===== src/rtl/replay_walker.sv =====
module replay_walker #(
  parameter int AW   = 64,
  parameter int CNTW = 32,
  parameter int SHW  = $clog2(AW)
) (
  input  logic            clk,
  input  logic            rst_n,
  input  logic            start,
  input  logic            skip,
  input  logic [SHW-1:0]  page_shift,
  input  logic [CNTW-1:0] entry_count,
  output logic            lk_req,
  output logic [AW-1:0]   lk_addr,
  input  logic            lk_rsp_valid,
  input  logic [AW-1:0]   lk_rsp_entry,
  output logic            rec_valid,
  input  logic            rec_ready,
  output logic [AW-1:0]   rec_iova,
  output logic [AW-1:0]   rec_xlat,
  output logic [AW-1:0]   rec_mask,
  output logic [1:0]      rec_perm,
  output logic            busy,
  output logic            done
);

  localparam int WW = AW + CNTW;

  typedef enum logic [2:0] {S_IDLE, S_REQ, S_WAIT, S_EMIT, S_ADV} state_t;

  state_t          st;
  logic [AW-1:0]   addr;
  logic [AW-1:0]   ent_q;
  logic [SHW-1:0]  shift_q;
  logic [CNTW-1:0] cnt_q;
  logic            done_q;

  logic [AW-1:0] step;
  logic [AW-1:0] mask;
  logic [WW-1:0] window;
  logic [AW:0]   nxt;
  logic          wrap;
  logic          at_limit;

  assign step     = {{(AW-1){1'b0}}, 1'b1} << shift_q;
  assign mask     = step - 1'b1;
  assign window   = WW'(cnt_q) << shift_q;
  assign nxt      = {1'b0, addr} + {1'b0, step};
  assign wrap     = nxt[AW];
  assign at_limit = WW'(nxt[AW-1:0]) >= window;

  always_ff @(posedge clk or negedge rst_n) begin
    if (!rst_n) begin
      st      <= S_IDLE;
      addr    <= '0;
      ent_q   <= '0;
      shift_q <= '0;
      cnt_q   <= '0;
      done_q  <= 1'b0;
    end else begin
      done_q <= 1'b0;
      case (st)
        S_IDLE: if (start) begin
          if (skip || entry_count == '0) begin
            done_q <= 1'b1;
          end else begin
            shift_q <= page_shift;
            cnt_q   <= entry_count;
            addr    <= '0;
            st      <= S_REQ;
          end
        end
        S_REQ: st <= S_WAIT;
        S_WAIT: if (lk_rsp_valid) begin
          ent_q <= lk_rsp_entry;
          st    <= (lk_rsp_entry[1:0] != 2'd0) ? S_EMIT : S_ADV;
        end
        S_EMIT: if (rec_ready) st <= S_ADV;
        S_ADV: begin
          if (wrap || at_limit) begin
            st     <= S_IDLE;
            done_q <= 1'b1;
          end else begin
            addr <= nxt[AW-1:0];
            st   <= S_REQ;
          end
        end
        default: st <= S_IDLE;
      endcase
    end
  end

  assign lk_req    = (st == S_REQ);
  assign lk_addr   = addr;
  assign rec_valid = (st == S_EMIT);
  assign rec_iova  = addr;
  assign rec_xlat  = ent_q & ~mask;
  assign rec_mask  = mask;
  assign rec_perm  = ent_q[1:0];
  assign busy      = (st != S_IDLE);
  assign done      = done_q;

  p_req_pulse_r2: assert property (@(posedge clk) disable iff (!rst_n)
    lk_req |=> !lk_req);

  p_aligned_r2: assert property (@(posedge clk) disable iff (!rst_n)
    lk_req |-> ((lk_addr & rec_mask) == '0));

  p_in_window_r5: assert property (@(posedge clk) disable iff (!rst_n)
    lk_req |-> (WW'(lk_addr) < window));

  p_no_none_r3: assert property (@(posedge clk) disable iff (!rst_n)
    rec_valid |-> (rec_perm != 2'd0));

  p_hold_r8: assert property (@(posedge clk) disable iff (!rst_n)
    (rec_valid && !rec_ready) |=> (rec_valid && $stable(rec_iova) &&
                                   $stable(rec_xlat) && $stable(rec_perm)));

  p_skip_r7: assert property (@(posedge clk) disable iff (!rst_n)
    (start && skip && !busy) |=> (done && !busy));

  p_done_idle_r9: assert property (@(posedge clk) disable iff (!rst_n)
    done |-> !busy);

  p_ignore_r10: assert property (@(posedge clk) disable iff (!rst_n)
    (busy && start) |=> ($stable(shift_q) && $stable(cnt_q)));

endmodule


===== config.mk =====
export PLATFORM = sky130hd
export DESIGN_NAME = replay_walker
export DESIGN_NICKNAME = d
export VERILOG_FILES = /design/src/rtl/replay_walker.sv
export SDC_FILE = /design/constraint.sdc
export NUM_CORES = 1
export LEC_CHECK = 0
export ABC_AREA = 0
export BUFFER_PORTS_ARGS = -buffer_cell sky130_fd_sc_hd__buf_2
export CAP_MARGIN = 10
export CELL_PAD_IN_SITES_DETAIL_PLACEMENT = 0
export CELL_PAD_IN_SITES_GLOBAL_PLACEMENT = 1
export CORE_UTILIZATION = 42
export CTS_CLUSTER_SIZE = 20
export DETAILED_ROUTE_END_ITERATION = 8
export GPL_ROUTABILITY_DRIVEN = 0
export PLACE_DENSITY = 0.86
export SLEW_MARGIN = 5
export SYNTH_ARGS = -nofsm -noshare
export SYNTH_HDL_FRONTEND = slang
export SYNTH_SLANG_ARGS = --single-unit

===== constraint.sdc =====
create_clock -name clk -period 9.6 [get_ports clk]
set_clock_uncertainty 0.2 [all_clocks]
set_input_delay 1.44 -clock clk [delete_from_list [all_inputs] [get_ports clk]]
set_output_delay 1.44 -clock clk [all_outputs]
set_load 0.005 [all_outputs]

Yosys cells after proc, flatten, opt, wreduce, memory -nomap -nowiden
Index checks and enable logic that the tools add are counted.

storage, ports and cells
  bits in registers = 170
  bits in latches = 0
  bits in writable memories = 0
  ROM bits = 0
  word-level logic and storage cells = 49
  memories = 0

cells by class
  $add $sub $neg = 2
  multiply operators = 0
  divide/modulo/power cells = 0
  $lt $le $gt $ge = 1
  eq/ne operators = 9
  shift operators = 2
  multiplexer cells = 15
  bitwise logic cells = 3
  reductions and logical operators = 11

operator list
  kind                     number
  $mux W64                 3
  $pmux W64 S2             1
  $ge A64 B96 Y1           1
  $shl A32 B6 Y96          1
  $add A64 B64 Y65         1
  $and A64 B64 Y64         1
  $not A64 Y64             1
  $shl A1 B6 Y64 const A   1
  $sub A64 B1 Y64 const B  1
  $logic_not A32 Y1        1
  $mux W3                  5
  $pmux W3 S5              1
  $ne A2 B2 Y1 const B     4
  $reduce_and A4 Y1        2
  $eq A3 B2 Y1 const B     2
  $mux W1                  4
  $reduce_bool A2 Y1       2
  $eq A3 B1 Y1 const B     1
  $eq A3 B3 Y1 const B     1
  $logic_not A3 Y1         1
  $reduce_and A3 Y1        1
  $reduce_bool A3 Y1       1
  $logic_or A1 B1 Y1       2
  $ne A2 B1 Y1 const B     1
  other kinds (3)          3

Longest topological paths before layout
  word-level depth = 6
  mapped depth = 33

Worst setup path before layout
Ideal clock, no wire load.

  kind = flip-flop to flip-flop
  start point = register shift_q[0]
  end point = register addr[36], in the netlist lk_addr[36]
  setup time = 0.125 ns
  data arrival time = 6.989 ns
  path slack = 2.286 ns
  stages on the path, launching flop included = 31
  cell sequence = dfrtp_1 buf_6 buf_8 buf_12 clkbuf_1 buf_1 buf_1 buf_1 nand3_1 fa_1 nand2b_1 a21o_1 a21oi_1 o211ai_1 a21oi_1 nor3_1 o41ai_1 a41oi_1 xnor2_1 ha_1 nor2b_1 o21ai_0 a21oi_1 a2111oi_0 nor2_1 or4_1 o32a_2 or2_1 buf_6 buf_6 mux2_4

on the way
  cells in the longest elaborated chain, start to end = 6

ends and longest elaborated chain
  element                             line  RTL
  from (decl)                         33    logic [SHW-1:0] shift_q;
  from (signal assigned)              66    shift_q <= page_shift;
  $shl A1 B6 Y64                      44    assign step = {{(AW-1){1'b0}}, 1'b1} << shift_q;
  $add A64 B64 Y65                    47    assign nxt = {1'b0, addr} + {1'b0, step};
  $ge A64 B96 Y1                      49    assign at_limit = WW'(nxt[AW-1:0]) >= window;
  $logic_or A1 B1 Y1                  79    if (wrap || at_limit) begin
  $ne A2 B2 Y1 (no source line)       n/a
  $reduce_and A4 Y1 (no source line)  n/a
  to (signal assigned)                83    addr <= nxt[AW-1:0];
  to (decl)                           31    logic [AW-1:0] addr;

Parallel ways exist; a longest one is shown, timed or not. The select of a mux whose other input is x is not followed.
A chain may end at the register's enable or synchronous reset.

Worst setup path after layout
  start point = register shift_q[0]
  end point = register addr[0], in the netlist lk_addr[0]

Same word-level chain as after synthesis.

==> impl_metrics.yaml <==
outcome:
  run_status: "complete, no violations"
hold_path:
  hold_start: "ent_q[15]"
  hold_path.class: "flip-flop to flip-flop"
clock_network:
  clock_path_buffers: 2
  cts_hold_repair.buffers: 0
  clock_latency_ns: 0.48
  clk_pin_slew_worst_paths_ns: 0.07
  tritoncts.num_buffers: 17
  post-cts-setup-buffer-count: 0
  ctsHtreeMaxLevel: 4
  cts_tree: "done"
  clkSinkCount: 170
  cts_resized: 0
  cts-root-buf: "sky130_fd_sc_hd__clkbuf_16"
sta:
  unrepaired_setup_endpoints_after_global_routing: "false"
  timing.final.crit_period_ns: 8.29
  final_worst_slack_ns: 1.31
  timing.final.crit_share_pct: 86.4
  max_slew.worst_pin.slew_ns: 1.05
  hold-worst-slack_ns: 0.299
  clock.fmax_mhz: 121
  setup_viol: 0
  timing.max_slew.rel_slack_pct: 29.8
  slew_violations: 0
  finalSetupTns_ns: 0
  finalHoldViolations: 0
logic_synthesis:
  syn_avg_cell_area_um2: 8.25
  postSynthRegisterBits: 170
  synth_cell_types: 88
  synth_top_area_cell: "sky130_fd_sc_hd__dfrtp_1"
  yosysWarnings: 0
  syn_nets: 2313
  synth.top_cell.area_share_pct: 24.8
  syn_area_um2: 17100
  syn-instance-count: 2075
  seq_area_frac_synth_pct: 24.8
  number_of_flops_mapped_to_enable_cells_by_yosys: 0
  netlist_top_cells_area: "sky130_fd_sc_hd__dfrtp_1 (25%), sky130_fd_sc_hd__ha_1 (9.4%), sky130_fd_sc_hd__mux2_2 (6.5%)"
  synth-async-reset-ratio_pct: 100
  synth_top_flop_cell: "sky130_fd_sc_hd__dfrtp_1"
global_routing:
  pin_count_of_the_biggest_net_entering_global_routing: 96
  gr-usage-all-layers_pct: 30.6
  number_of_antenna_violations_at_the_first_check_in_global_routing: 0
  vias_in_the_first_global_route: 15900
  grt_pass1_wl_um: 96800
  grt_overflow: 0
final_layout:
  antenna_cells_inserted: 0
  filler_cell_count: 3992
  areaGrowthSynthToFinish_pct: 13.1
  final_nets: 2536
  layout-drive-gt1-share_pct: 27.0
  final_cells: 2836
critical_path:
  crit_path_start_kind: "flip-flop"
  path_class: "flip-flop to flip-flop"
  cp.buffers_inverters: 4
  timing.critical_path.arrival_ns: 8.45
  timing.critical_path.slowest_stage_cell: "sky130_fd_sc_hd__dfrtp_2"
  worst-path-max-fanout: 51
  critPathRequiredTime_ns: 9.76
  reg2reg_from: "shift_q[0]"
  crit_path_start: "shift_q[0]"
  cpLargestDelayFamily: "compound AO/OA/AOI/OAI gates"
  timing.critical_path.slowest_cell_delay_ns: 0.69
  crit_path_frequent_cell: "sky130_fd_sc_hd__a21oi_1"
  worstSetupEndpointType: "flip-flop"
floorplanning:
  effective_utilization_at_floorplan_pct: 42.8
  dieWidth_um: 204
  boundaryPins: 370
  fp.coreArea_um2: 40000
  die_h_um: 204
  placement_rows: 73
  fp.dieArea_um2: 41600
pwr:
  power.share.combinational_pct: 70.3
  design_power_total_uw: 6400
  power.switching_fraction_pct: 54.2
  p_seq_share_pct: 18.3
  intPower_uw: 2930
  power_per_cell_area_nw_per_um2: 331
  power.clock.fraction_pct: 11.4
  irDropWorstVdd_mv: 0.182
  power_leakage_uw: 0.00993
  power.net_switching_uw: 3470
routing:
  drc: 0
  routedWlPerCell_um: 22.9
  finalWirelength_um: 64900
  drt_first_pass_iters: 8
  post_drt_via_cell_ratio: 6.12
  detail-route-antenna-nets: 0
  vias: 17400
  drt-initial-drc-count: 2099
run:
  cap_viol_max_count: 0
placed_design:
  pre_cts_ws_ns: 1.51
  placed_cells_incl_taps: 2804
  place_hpwl_um: 51300
  port-buffer-count: 368
-- registers in the layout, indices dropped and copies added (netlist names) --
register and cells:
lk_addr 64, shift_q 6, st 3, ent_q 64, cnt_q 32, done 1
-- cell usage after synthesis (36+ instances only) --
| cell | number |
|---|---|
| sky130_fd_sc_hd__a21oi_1 | 146 |
| sky130_fd_sc_hd__dfrtp_1 | 170 |
| sky130_fd_sc_hd__a21o_1 | 58 |
| sky130_fd_sc_hd__xnor2_1 | 40 |
| sky130_fd_sc_hd__buf_4 | 69 |
| sky130_fd_sc_hd__ha_1 | 129 |
| sky130_fd_sc_hd__mux2i_1 | 41 |
| sky130_fd_sc_hd__o21ai_0 | 137 |
| sky130_fd_sc_hd__and3_1 | 61 |
| sky130_fd_sc_hd__nand2_1 | 194 |
| sky130_fd_sc_hd__mux2_4 | 55 |
| sky130_fd_sc_hd__nor2_1 | 191 |
| sky130_fd_sc_hd__mux2_2 | 99 |
| sky130_fd_sc_hd__nor3_1 | 64 |
| sky130_fd_sc_hd__clkbuf_1 | 77 |
| sky130_fd_sc_hd__nand4_1 | 37 |
| sky130_fd_sc_hd__inv_1 | 73 |
| sky130_fd_sc_hd__o22ai_1 | 36 |
-- metrics by stage --
stage	util [%]	cell area, µm²
global route	48.4	19400
detailed placement	46.9	18800
CTS	48.4	19400
finish	48.4	19400
floorplan	-	17100
global placement	46.9	18800
-- layout by cell type (no fill, tap or decap), types with 41 or more instances in the layout --
cell | synthesis | layout
sky130_fd_sc_hd__a21o_1 | 58 | 58
sky130_fd_sc_hd__a21oi_1 | 146 | 146
sky130_fd_sc_hd__and3_1 | 61 | 61
sky130_fd_sc_hd__buf_2 | 12 | 367
sky130_fd_sc_hd__dfrtp_1 | 170 | 167
sky130_fd_sc_hd__ha_1 | 129 | 129
sky130_fd_sc_hd__inv_1 | 73 | 73
sky130_fd_sc_hd__mux2_2 | 99 | 99
sky130_fd_sc_hd__mux2_4 | 55 | 55
sky130_fd_sc_hd__mux2i_1 | 41 | 41
sky130_fd_sc_hd__nand2_1 | 194 | 194
sky130_fd_sc_hd__nor2_1 | 191 | 190
sky130_fd_sc_hd__nor3_1 | 64 | 64
sky130_fd_sc_hd__o21ai_0 | 137 | 136
-- area by class of cell --
| class | count | area (µm²) | area share, % |
|---|---|---|---|
| multi-input combinational | 1633 | 11500 | 59.2 |
| clock inverter | 15 | 178 | 0.918 |
| tap | 525 | 657 | 3.39 |
| timing repair buffer | 399 | 2090 | 10.8 |
| sequential | 170 | 4260 | 22.0 |
| clock buffer | 17 | 425 | 2.20 |
| inverter | 77 | 289 | 1.49 |
-- worst paths after layout --
kind | endpoint | slack, ns | cells past startpoint
setup / recovery | lk_addr[0] | 1.31 | 27
hold / removal | ent_q[15] | 0.30 | 1
setup reg to reg | lk_addr[0] | 1.31 | 27
hold reg to reg | ent_q[15] | 0.30 | 1
max in group asynchronous | shift_q[5] | 7.05 | 2
min in group asynchronous | lk_addr[32] | 0.70 | 1
-- per-layer routing --
layer	wire [µm]	global-route usage [%]	vias to the layer above	part of all wire (%)
li1	-	-	7875	-
met1	27400	41.8	8309	42
met2	28600	46.5	987	44
met3	5740	5.92	188	8.8
met4	3140	14.1	0	4.8
met5	0	0	-	0
-- kinds of logic after synthesis --
family | after synthesis | share of synthesized area, %
xor gates and xnor gates | 67 | 3.43
DFF | 170 | 24.8
AOI/OAI and AO/OA | 532 | 19.8
adders and majority gates | 130 | 9.54
and+or+nand+nor | 702 | 19.8
other | 1 | 0.0219
buffers and inverters | 272 | 8.23
muxes | 201 | 14.4
-- worst reg2reg max path: cells and delay by family (launching register included) --
family	cells	cell delay (ns)
compound gates	11	3.29
simple gates	7	1.60
buf+inv	4	0.87
fa+ha+maj	3	0.86
flops	1	0.69
mux	1	0.47
xor+xnor	1	0.23
-- power by group through the flow --
stage,sequential [µW],combinational (µW),clock (µW)
after floorplan,1060,2880,0
after global placement,1170,4260,0
after detailed placement,1180,4310,0
after CTS,1170,4330,743
after global routing,1200,4760,770
final,1170,4500,727
(Power assumes the default switching activity.)
